[config.mk]
export PLATFORM = sky130hd
export DESIGN_NAME = dp_alu_flags
export DESIGN_NICKNAME = d
export VERILOG_FILES = /design/src/rtl/dp_alu_pkg.sv /design/src/rtl/dp_logic_unit.sv /design/src/rtl/dp_add_unit.sv /design/src/rtl/dp_flag_sel.sv /design/src/rtl/dp_alu_flags.sv
export SDC_FILE = /design/constraint.sdc
export NUM_CORES = 1
export LEC_CHECK = 0
export BUFFER_PORTS_ARGS = -buffer_cell sky130_fd_sc_hd__buf_4
export CORE_ASPECT_RATIO = 1.1
export CORE_UTILIZATION = 57
export CTS_BUF_LIST = sky130_fd_sc_hd__clkbuf_16
export DETAILED_ROUTE_END_ITERATION = 6
export PLACE_DENSITY = 0.83
export SLEW_MARGIN = 20
export SYNTH_ARGS = -nofsm -noshare
export SYNTH_HDL_FRONTEND = slang
export SYNTH_SLANG_ARGS = --single-unit
[constraint.sdc]
create_clock -name clk -period 0.8 [get_ports clk]
set_clock_uncertainty 0.15 [all_clocks]
set_input_delay 0.16 -clock clk [delete_from_list [all_inputs] [get_ports clk]]
set_output_delay 0.16 -clock clk [all_outputs]
set_load 0.01 [all_outputs]
[src/rtl/dp_alu_pkg.sv]
package dp_alu_pkg;
  localparam int DP_OPW = 5;

  typedef enum logic [DP_OPW-1:0] {
    OP_AND = 5'd0,  OP_EOR = 5'd1,  OP_SUB = 5'd2,  OP_RSB = 5'd3,
    OP_ADD = 5'd4,  OP_ADC = 5'd5,  OP_SBC = 5'd6,  OP_RSC = 5'd7,
    OP_TST = 5'd8,  OP_TEQ = 5'd9,  OP_CMP = 5'd10, OP_CMN = 5'd11,
    OP_ORR = 5'd12, OP_MOV = 5'd13, OP_BIC = 5'd14, OP_MVN = 5'd15,
    OP_ORN = 5'd16
  } dp_op_e;

  typedef struct packed {
    logic n;
    logic z;
    logic c;
    logic v;
  } dp_flags_t;

  function automatic logic op_is_logic(input logic [DP_OPW-1:0] op);
    case (op)
      OP_AND, OP_EOR, OP_TST, OP_TEQ, OP_ORR,
      OP_MOV, OP_BIC, OP_MVN, OP_ORN: return 1'b1;
      default:                        return 1'b0;
    endcase
  endfunction

  function automatic logic op_is_arith(input logic [DP_OPW-1:0] op);
    case (op)
      OP_SUB, OP_RSB, OP_ADD, OP_ADC,
      OP_SBC, OP_RSC, OP_CMP, OP_CMN: return 1'b1;
      default:                        return 1'b0;
    endcase
  endfunction

  function automatic logic op_is_cmp(input logic [DP_OPW-1:0] op);
    case (op)
      OP_TST, OP_TEQ, OP_CMP, OP_CMN: return 1'b1;
      default:                        return 1'b0;
    endcase
  endfunction
endpackage

[src/rtl/dp_logic_unit.sv]
module dp_logic_unit
  import dp_alu_pkg::*;
#(
  parameter int DW = 32
) (
  input  logic [DP_OPW-1:0] op_i,
  input  logic [DW-1:0]     a_i,
  input  logic [DW-1:0]     b_i,
  output logic [DW-1:0]     res_o
);
  always_comb begin
    case (op_i)
      OP_AND, OP_TST: res_o = a_i & b_i;
      OP_EOR, OP_TEQ: res_o = a_i ^ b_i;
      OP_ORR:         res_o = a_i | b_i;
      OP_ORN:         res_o = a_i | ~b_i;
      OP_BIC:         res_o = a_i & ~b_i;
      OP_MOV:         res_o = b_i;
      OP_MVN:         res_o = ~b_i;
      default:        res_o = '0;
    endcase
  end
endmodule

[src/rtl/dp_add_unit.sv]
module dp_add_unit
  import dp_alu_pkg::*;
#(
  parameter int DW = 32
) (
  input  logic [DP_OPW-1:0] op_i,
  input  logic [DW-1:0]     a_i,
  input  logic [DW-1:0]     b_i,
  input  logic              cin_flag_i,
  output logic [DW-1:0]     sum_o,
  output logic              c_o,
  output logic              v_o
);
  logic [DW-1:0] x_op, y_op;
  logic          cin;
  logic [DW:0]   wide;

  // Operand steering: subtracts invert one side, reversed forms swap sides.
  always_comb begin
    case (op_i)
      OP_SUB, OP_CMP: begin x_op = a_i; y_op = ~b_i; cin = 1'b1;       end
      OP_RSB:         begin x_op = b_i; y_op = ~a_i; cin = 1'b1;       end
      OP_ADC:         begin x_op = a_i; y_op = b_i;  cin = cin_flag_i; end
      OP_SBC:         begin x_op = a_i; y_op = ~b_i; cin = cin_flag_i; end
      OP_RSC:         begin x_op = b_i; y_op = ~a_i; cin = cin_flag_i; end
      default:        begin x_op = a_i; y_op = b_i;  cin = 1'b0;       end
    endcase
  end

  assign wide  = {1'b0, x_op} + {1'b0, y_op} + {{DW{1'b0}}, cin};
  assign sum_o = wide[DW-1:0];
  assign c_o   = wide[DW];
  assign v_o   = (x_op[DW-1] == y_op[DW-1]) && (wide[DW-1] != x_op[DW-1]);
endmodule

[src/rtl/dp_flag_sel.sv]
module dp_flag_sel
  import dp_alu_pkg::*;
#(
  parameter int DW = 32
) (
  input  logic          upd_i,
  input  logic          logic_cls_i,
  input  logic [DW-1:0] res_i,
  input  logic          add_c_i,
  input  logic          add_v_i,
  input  logic          shc_i,
  input  logic          shc_valid_i,
  input  dp_flags_t     old_i,
  output dp_flags_t     new_o
);
  always_comb begin
    new_o = old_i;
    if (upd_i) begin
      new_o.n = res_i[DW-1];
      new_o.z = (res_i == '0);
      if (logic_cls_i) begin
        if (shc_valid_i) new_o.c = shc_i;
      end else begin
        new_o.c = add_c_i;
        new_o.v = add_v_i;
      end
    end
  end
endmodule

[src/rtl/dp_alu_flags.sv]
module dp_alu_flags
  import dp_alu_pkg::*;
#(
  parameter int DW = 32
) (
  input  logic              clk,
  input  logic              rst_n,
  input  logic [DP_OPW-1:0] op_i,
  input  logic              set_flags_i,
  input  logic [DW-1:0]     a_i,
  input  logic [DW-1:0]     b_i,
  input  logic              n_i,
  input  logic              z_i,
  input  logic              c_i,
  input  logic              v_i,
  input  logic              shc_i,
  input  logic              shc_valid_i,
  output logic [DW-1:0]     result_o,
  output logic              wr_en_o,
  output logic              n_o,
  output logic              z_o,
  output logic              c_o,
  output logic              v_o
);
  logic [DW-1:0] logic_res, add_res, res_nx;
  logic          add_c, add_v;
  logic          is_log, is_ari, is_cmp, known, upd, wr_nx;
  dp_flags_t     old_fl, fl_nx, fl_q;
  logic [DW-1:0] res_q;
  logic          wr_q, primed_q;

  dp_logic_unit #(.DW(DW)) u_logic (
    .op_i(op_i), .a_i(a_i), .b_i(b_i), .res_o(logic_res)
  );

  dp_add_unit #(.DW(DW)) u_add (
    .op_i(op_i), .a_i(a_i), .b_i(b_i), .cin_flag_i(c_i),
    .sum_o(add_res), .c_o(add_c), .v_o(add_v)
  );

  // Next-state decode
  always_comb begin
    is_log = op_is_logic(op_i);
    is_ari = op_is_arith(op_i);
    is_cmp = op_is_cmp(op_i);
    known  = is_log | is_ari;
    upd    = known & (set_flags_i | is_cmp);
    wr_nx  = known & ~is_cmp;
    old_fl = '{n: n_i, z: z_i, c: c_i, v: v_i};
    if (is_log)      res_nx = logic_res;
    else if (is_ari) res_nx = add_res;
    else             res_nx = '0;
  end

  dp_flag_sel #(.DW(DW)) u_flags (
    .upd_i(upd), .logic_cls_i(is_log), .res_i(res_nx),
    .add_c_i(add_c), .add_v_i(add_v),
    .shc_i(shc_i), .shc_valid_i(shc_valid_i),
    .old_i(old_fl), .new_o(fl_nx)
  );

  // Output registers
  always_ff @(posedge clk or negedge rst_n) begin
    if (!rst_n) begin
      res_q    <= '0;
      wr_q     <= 1'b0;
      fl_q     <= '0;
      primed_q <= 1'b0;
    end else begin
      res_q    <= res_nx;
      wr_q     <= wr_nx;
      fl_q     <= fl_nx;
      primed_q <= 1'b1;
    end
  end

  assign result_o = res_q;
  assign wr_en_o  = wr_q;
  assign n_o      = fl_q.n;
  assign z_o      = fl_q.z;
  assign c_o      = fl_q.c;
  assign v_o      = fl_q.v;

  // Checks against the inputs of the previous cycle
  a_r8_cmp_no_write: assert property (@(posedge clk) disable iff (!rst_n)
    (primed_q && op_is_cmp($past(op_i))) |-> !wr_en_o);

  a_r9_flags_hold: assert property (@(posedge clk) disable iff (!rst_n)
    (primed_q && !$past(set_flags_i) && !op_is_cmp($past(op_i)))
      |-> ({n_o, z_o, c_o, v_o} == $past({n_i, z_i, c_i, v_i})));

  a_r7_logic_keeps_v: assert property (@(posedge clk) disable iff (!rst_n)
    (primed_q && op_is_logic($past(op_i))) |-> (v_o == $past(v_i)));

  a_r10_unused_code: assert property (@(posedge clk) disable iff (!rst_n)
    (primed_q && !op_is_logic($past(op_i)) && !op_is_arith($past(op_i)))
      |-> (!wr_en_o && result_o == '0 &&
           {n_o, z_o, c_o, v_o} == $past({n_i, z_i, c_i, v_i})));

  a_r4_zero_matches: assert property (@(posedge clk) disable iff (!rst_n)
    (primed_q && op_is_arith($past(op_i)) &&
     ($past(set_flags_i) || op_is_cmp($past(op_i))))
      |-> (z_o == (result_o == '0) && n_o == result_o[DW-1]));
endmodule

==> flow_metrics.py, run 1 <==
metrics = {
    "clocking": {
        "cts_resized": 214,
        "cts_hold_buf": 1,
        "cts_buffer_depth": 2,
        "cts_root_buffer": "clkbuf_16",
        "post-cts-setup-buffers": 49,
        "cts.htree.levels": 2,
        "cts.sinks": 37,
        "cts_buffers": 5,
    },
    "placement": {
        "dp_hpwl_mm": 19.8,
        "place_congestion": 1.13,
        "portBuffers": 114,
    },
    "synth": {
        "ys.flop_type": "dfrtp_1",
        "ys_seq_elements": 37,
        "yosys-top-cells-area": "dfrtp_1, nand2_1, o21ai_0",
        "syn_inst": 826,
        "synth_top_area_cell": "dfrtp_1",
        "synthesis.area_um2": 5450,
        "synth-edff-count": 0,
        "synth-compound-area-share_pct": 37.1,
        "syn_nets": 937,
        "seq_area_frac_synth_pct": 17.0,
        "synth.top_cell.area_share_pct": 17.0,
        "syn-mean-instance-area_um2": 6.60,
        "ys_types": 76,
        "ys.warnings.count": 0,
        "synthSimpleGateAreaFrac_pct": 28.1,
        "yosys.area_share.xor_xnor_pct": 4.34,
        "synth_top_family_by_area": "compound AO/OA/AOI/OAI gates",
        "synthAdderAreaFrac_pct": 7.85,
        "synth.area.mux_share_pct": 0.596,
        "async_flop_share_pct": 100,
    },
    "die": {
        "die_w_um": 95.3,
        "dieHeight_um": 105,
        "initial_core_util_pct": 58.6,
        "ioPinCount": 115,
        "num_rows": 37,
    },
    "status": {
        "first-error": "[ERROR DPL-0038] Utilization greater than 100%, impossible to legalize",
        "status": "aborted with a tool error",
        "lastStage": "clock tree synthesis",
    },
}
==> cells by family after synthesis <==
logic type | Yosys count
AOI/OAI and AO/OA | 319
xor gates and xnor gates | 27
adders and majority gates | 33
buffers and inverters | 67
DFF | 37
muxes | 3
and+or+nand+nor | 340
==> stage by stage <==
stage,setup WS [ns],instances,util [%],instance area [um^2]
floorplan,-3.80,826,-,5720
global placement,-3.68,1263,89.8,8360
detailed placement,-3.90,1263,89.8,8360
==> Yosys cell counts, types with 4 or more instances <==
| library cell | n |
|---|---|
| a21oi_1 | 59 |
| nor2_1 | 57 |
| ha_1 | 31 |
| o211ai_1 | 11 |
| nor4_1 | 4 |
| a211oi_1 | 28 |
| nand3_1 | 10 |
| nor3_1 | 18 |
| and3_1 | 8 |
| xor2_1 | 15 |
| o21a_1 | 8 |
| a31oi_1 | 14 |
| nand4_1 | 10 |
| a22o_1 | 4 |
| nand2_1 | 185 |
| nor2b_1 | 5 |
| clkbuf_1 | 43 |
| dfrtp_1 | 37 |
| buf_1 | 6 |
| inv_1 | 9 |
| or3_1 | 6 |
| a211o_1 | 10 |
| nand3b_1 | 6 |
| xnor2_1 | 12 |
| o21ai_0 | 109 |
| a21o_1 | 16 |
| o22ai_1 | 15 |
| nand2b_1 | 10 |
| buf_2 | 7 |
==> inputs of run 2 (changes only) <==
Settings changed: CORE_ASPECT_RATIO 1.1 to unset, CORE_UTILIZATION 57 to 40, CTS_BUF_LIST sky130_fd_sc_hd__clkbuf_16 to unset, PLACE_DENSITY 0.83 to unset, PLACE_DENSITY_LB_ADDON set to 0.15.
==> flow_metrics.py, run 2 <==
metrics = {
    "status": {
        "status": "finished, violations left",
        "violations": "negative hold slack, negative setup slack",
    },
    "synth": {
        "syn-mean-instance-area_um2": 6.60,
        "synth_top_area_cell": "dfrtp_1",
        "ys.flop_type": "dfrtp_1",
        "ys.warnings.count": 0,
        "async_flop_share_pct": 100,
        "synthesis.area_um2": 5450,
        "yosys-top-cells-area": "dfrtp_1, nand2_1, o21ai_0",
        "ys_types": 76,
        "synth.top_cell.area_share_pct": 17.0,
        "syn_nets": 937,
        "synth.most_common_cell": "nand2_1",
        "syn_inst": 826,
        "seq_area_frac_synth_pct": 17.0,
        "synthTopCellsByCount": "nand2_1, o21ai_0, a21oi_1",
        "synth-edff-count": 0,
        "ys_seq_elements": 37,
    },
    "final_layout": {
        "multi_input_area_um2": 5000,
        "syn2layout_area_growth_pct": 84.5,
        "diodes": 0,
        "stdcell_count": 1386,
        "final_cell_mix": "buf_4, nand2_1, o21ai_0",
        "drive_above_1_share_pct": 46.8,
        "largest_reg_flops": 32,
        "final_common_cell": "buf_4",
        "n_fill_cell": 991,
        "nets": 1320,
        "ff_latch_area_um2": 926,
    },
    "worst_setup_path": {
        "start_kind": "input pin",
        "worst_path_max_delay_cell": "or4_4",
        "critPathCaptureType": "register",
        "critPathMaxFanout": 4,
        "critical_path_depth": 19,
        "setup.worst_path.start": "op_i[4]",
        "crit_type": "in -> reg",
        "cp-endpoint": "z_o$_DFF_PN0_",
        "worstPathCellList": "buf_6 -> nand2b_4 -> nor3b_4 -> or2_4 -> nand2_2 -> o21ai_2 -> o21ai_2 -> fa_2 -> fa_2 -> a21o_1 -> a311o_2 -> nand3_2 -> and4_4 -> mux2i_1 -> a311o_1 -> or4_4 -> nor4_4 -> nand4_1 -> o32ai_2",
        "critical-path-top-delay-family": "simple AND/OR/NAND/NOR gates",
        "required_ns": 0.86,
        "arrival_ns": 4.14,
        "critPathMaxStageDelay_ns": 0.56,
        "worst-path-buf-inv": 1,
    },
    "die": {
        "dieHeight_um": 119,
        "die_w_um": 119,
        "initial_core_util_pct": 41.0,
        "num_rows": 42,
        "ioPinCount": 115,
        "die_area_um2": 14100,
        "core_area_um2": 13300,
    },
    "grt": {
        "grt_pass1_wl_mm": 38.8,
        "first_global_vias": 7465,
        "antenna_found_initial": 0,
        "grt_use_total_pct": 34.8,
        "gr-total-overflow": 0,
        "grt_max_degree": 31,
    },
    "placement": {
        "portBuffers": 114,
        "dp.cells": 1342,
        "place_congestion": 1.02,
        "dp_hpwl_mm": 18.2,
    },
    "clocking": {
        "cts_root_buffer": "clkbuf_16",
        "cts.htree.levels": 2,
        "cts.sinks": 37,
        "cts_buffers": 5,
        "cts_hold_buf": 1,
        "cts_buffer_depth": 2,
        "clk_pin_slew_ns": 0.07,
        "cts_tree": "built",
    },
    "routing": {
        "vias": 8193,
        "dr.pass1.iters": 6,
        "wl_per_cell_um": 18.3,
        "wirelength_mm": 25.4,
        "drc": 0,
        "postRouteAntennaNets": 0,
        "drt_iter0_drc": 857,
        "route.detailed.vias_per_inst": 5.91,
    },
    "worst_hold_path": {
        "min_path_type": "in -> reg",
        "hold_depth": 3,
    },
    "sta": {
        "maxSlewHeadroom_pct": 68.8,
        "setup_viol": 74,
        "final_hold_viol_count": 3,
        "hold_ws_ns": -0.0655,
        "final_max_slew_viol_count": 0,
        "fmax_mhz": 245,
        "setup_slack_ns": -3.28,
        "rsz0062_at_grt": "yes",
        "worstMarginPinSlew_ns": 0.467,
        "min_period_ns": 4.08,
        "period_share_pct": 510,
    },
    "power": {
        "total_power_w": 0.0136,
        "peakVddDrop_v": 0.000730,
        "power_density_nw_per_um2": 1350,
        "p_leak_nw": 4.76,
    },
    "flow_run": {
        "drv_cap": 0,
    },
}
[run 2: through the flow]
stage | instance area, um^2 | util, % | TNS (ns) | worst slack, ns
floorplan | 5720 | - | -89.59 | -3.80
global placement | 8600 | 64.7 | -97.28 | -3.72
detailed placement | 8600 | 64.7 | -98.94 | -3.82
CTS | 9660 | 72.6 | -94.46 | -3.30
global route | 10100 | 75.7 | -100.71 | -3.45
finish | 10100 | 75.7 | -96.34 | -3.28
[run 2: how the worst min path moves through the flow]
stage          start                     to  slack [ns]
2_1_floorplan  rst_n          c_o$_DFF_PN0_       -0.29
3_3_place_gp   rst_n  result_o[2]$_DFF_PN0_       -0.16
3_5_place_dp   rst_n  result_o[0]$_DFF_PN0_       -0.15
4_1_cts          v_i          v_o$_DFF_PN0_       -0.07
5_1_grt          n_i          n_o$_DFF_PN0_       -0.05
6_report         v_i          v_o$_DFF_PN0_       -0.07
[run 2: final cells by class]
type | instances | area share [%]
multi-input cells | 722 | 49.7
repair buffers | 434 | 36.7
flip-flops and latches | 37 | 9.20
well taps | 176 | 2.19
clock buffers | 5 | 1.24
clock inverters | 3 | 0.684
inverters | 9 | 0.336
[run 2: kinds of logic (layout without fill, tap and decap cells)]
family	after synthesis	count (layout)	synth area share [%]
buffers and inverters	67	451	4.98
DFF	37	37	17.0
and+or+nand+nor	340	340	28.1
AOI/OAI and AO/OA	319	319	37.1
muxes	3	3	0.596
adders and majority gates	33	33	7.85
xor gates and xnor gates	27	27	4.34
[run 2: routing by layer]
metal | routed length [um] | GRT usage [%] | vias up
li1 | - | - | 3810
met3 | 2260 | 3.33 | 69
met5 | 0 | 0 | -
met1 | 10600 | 47.1 | 3832
met2 | 11800 | 57.6 | 482
met4 | 787 | 11.6 | 0
[run 2: repair_timing]
item / in CTS / in global routing
endpoints found under the setup margin: 74 / 74
hold endpoints to repair: 40 / 3
buffers inserted: 22 / 20
pin swaps: 44 / 60
cloned: 3 / 1
resized for setup: 136 / 76
[run 2: power by group]
part | switching, W | internal, W | total (W)
logic | 0.00415 | 0.00453 | 0.00868
clock network | 0.000886 | 0.00180 | 0.00269
registers | 0.000117 | 0.00213 | 0.00225
No activity file was read; power rests on OpenSTA's default activity.
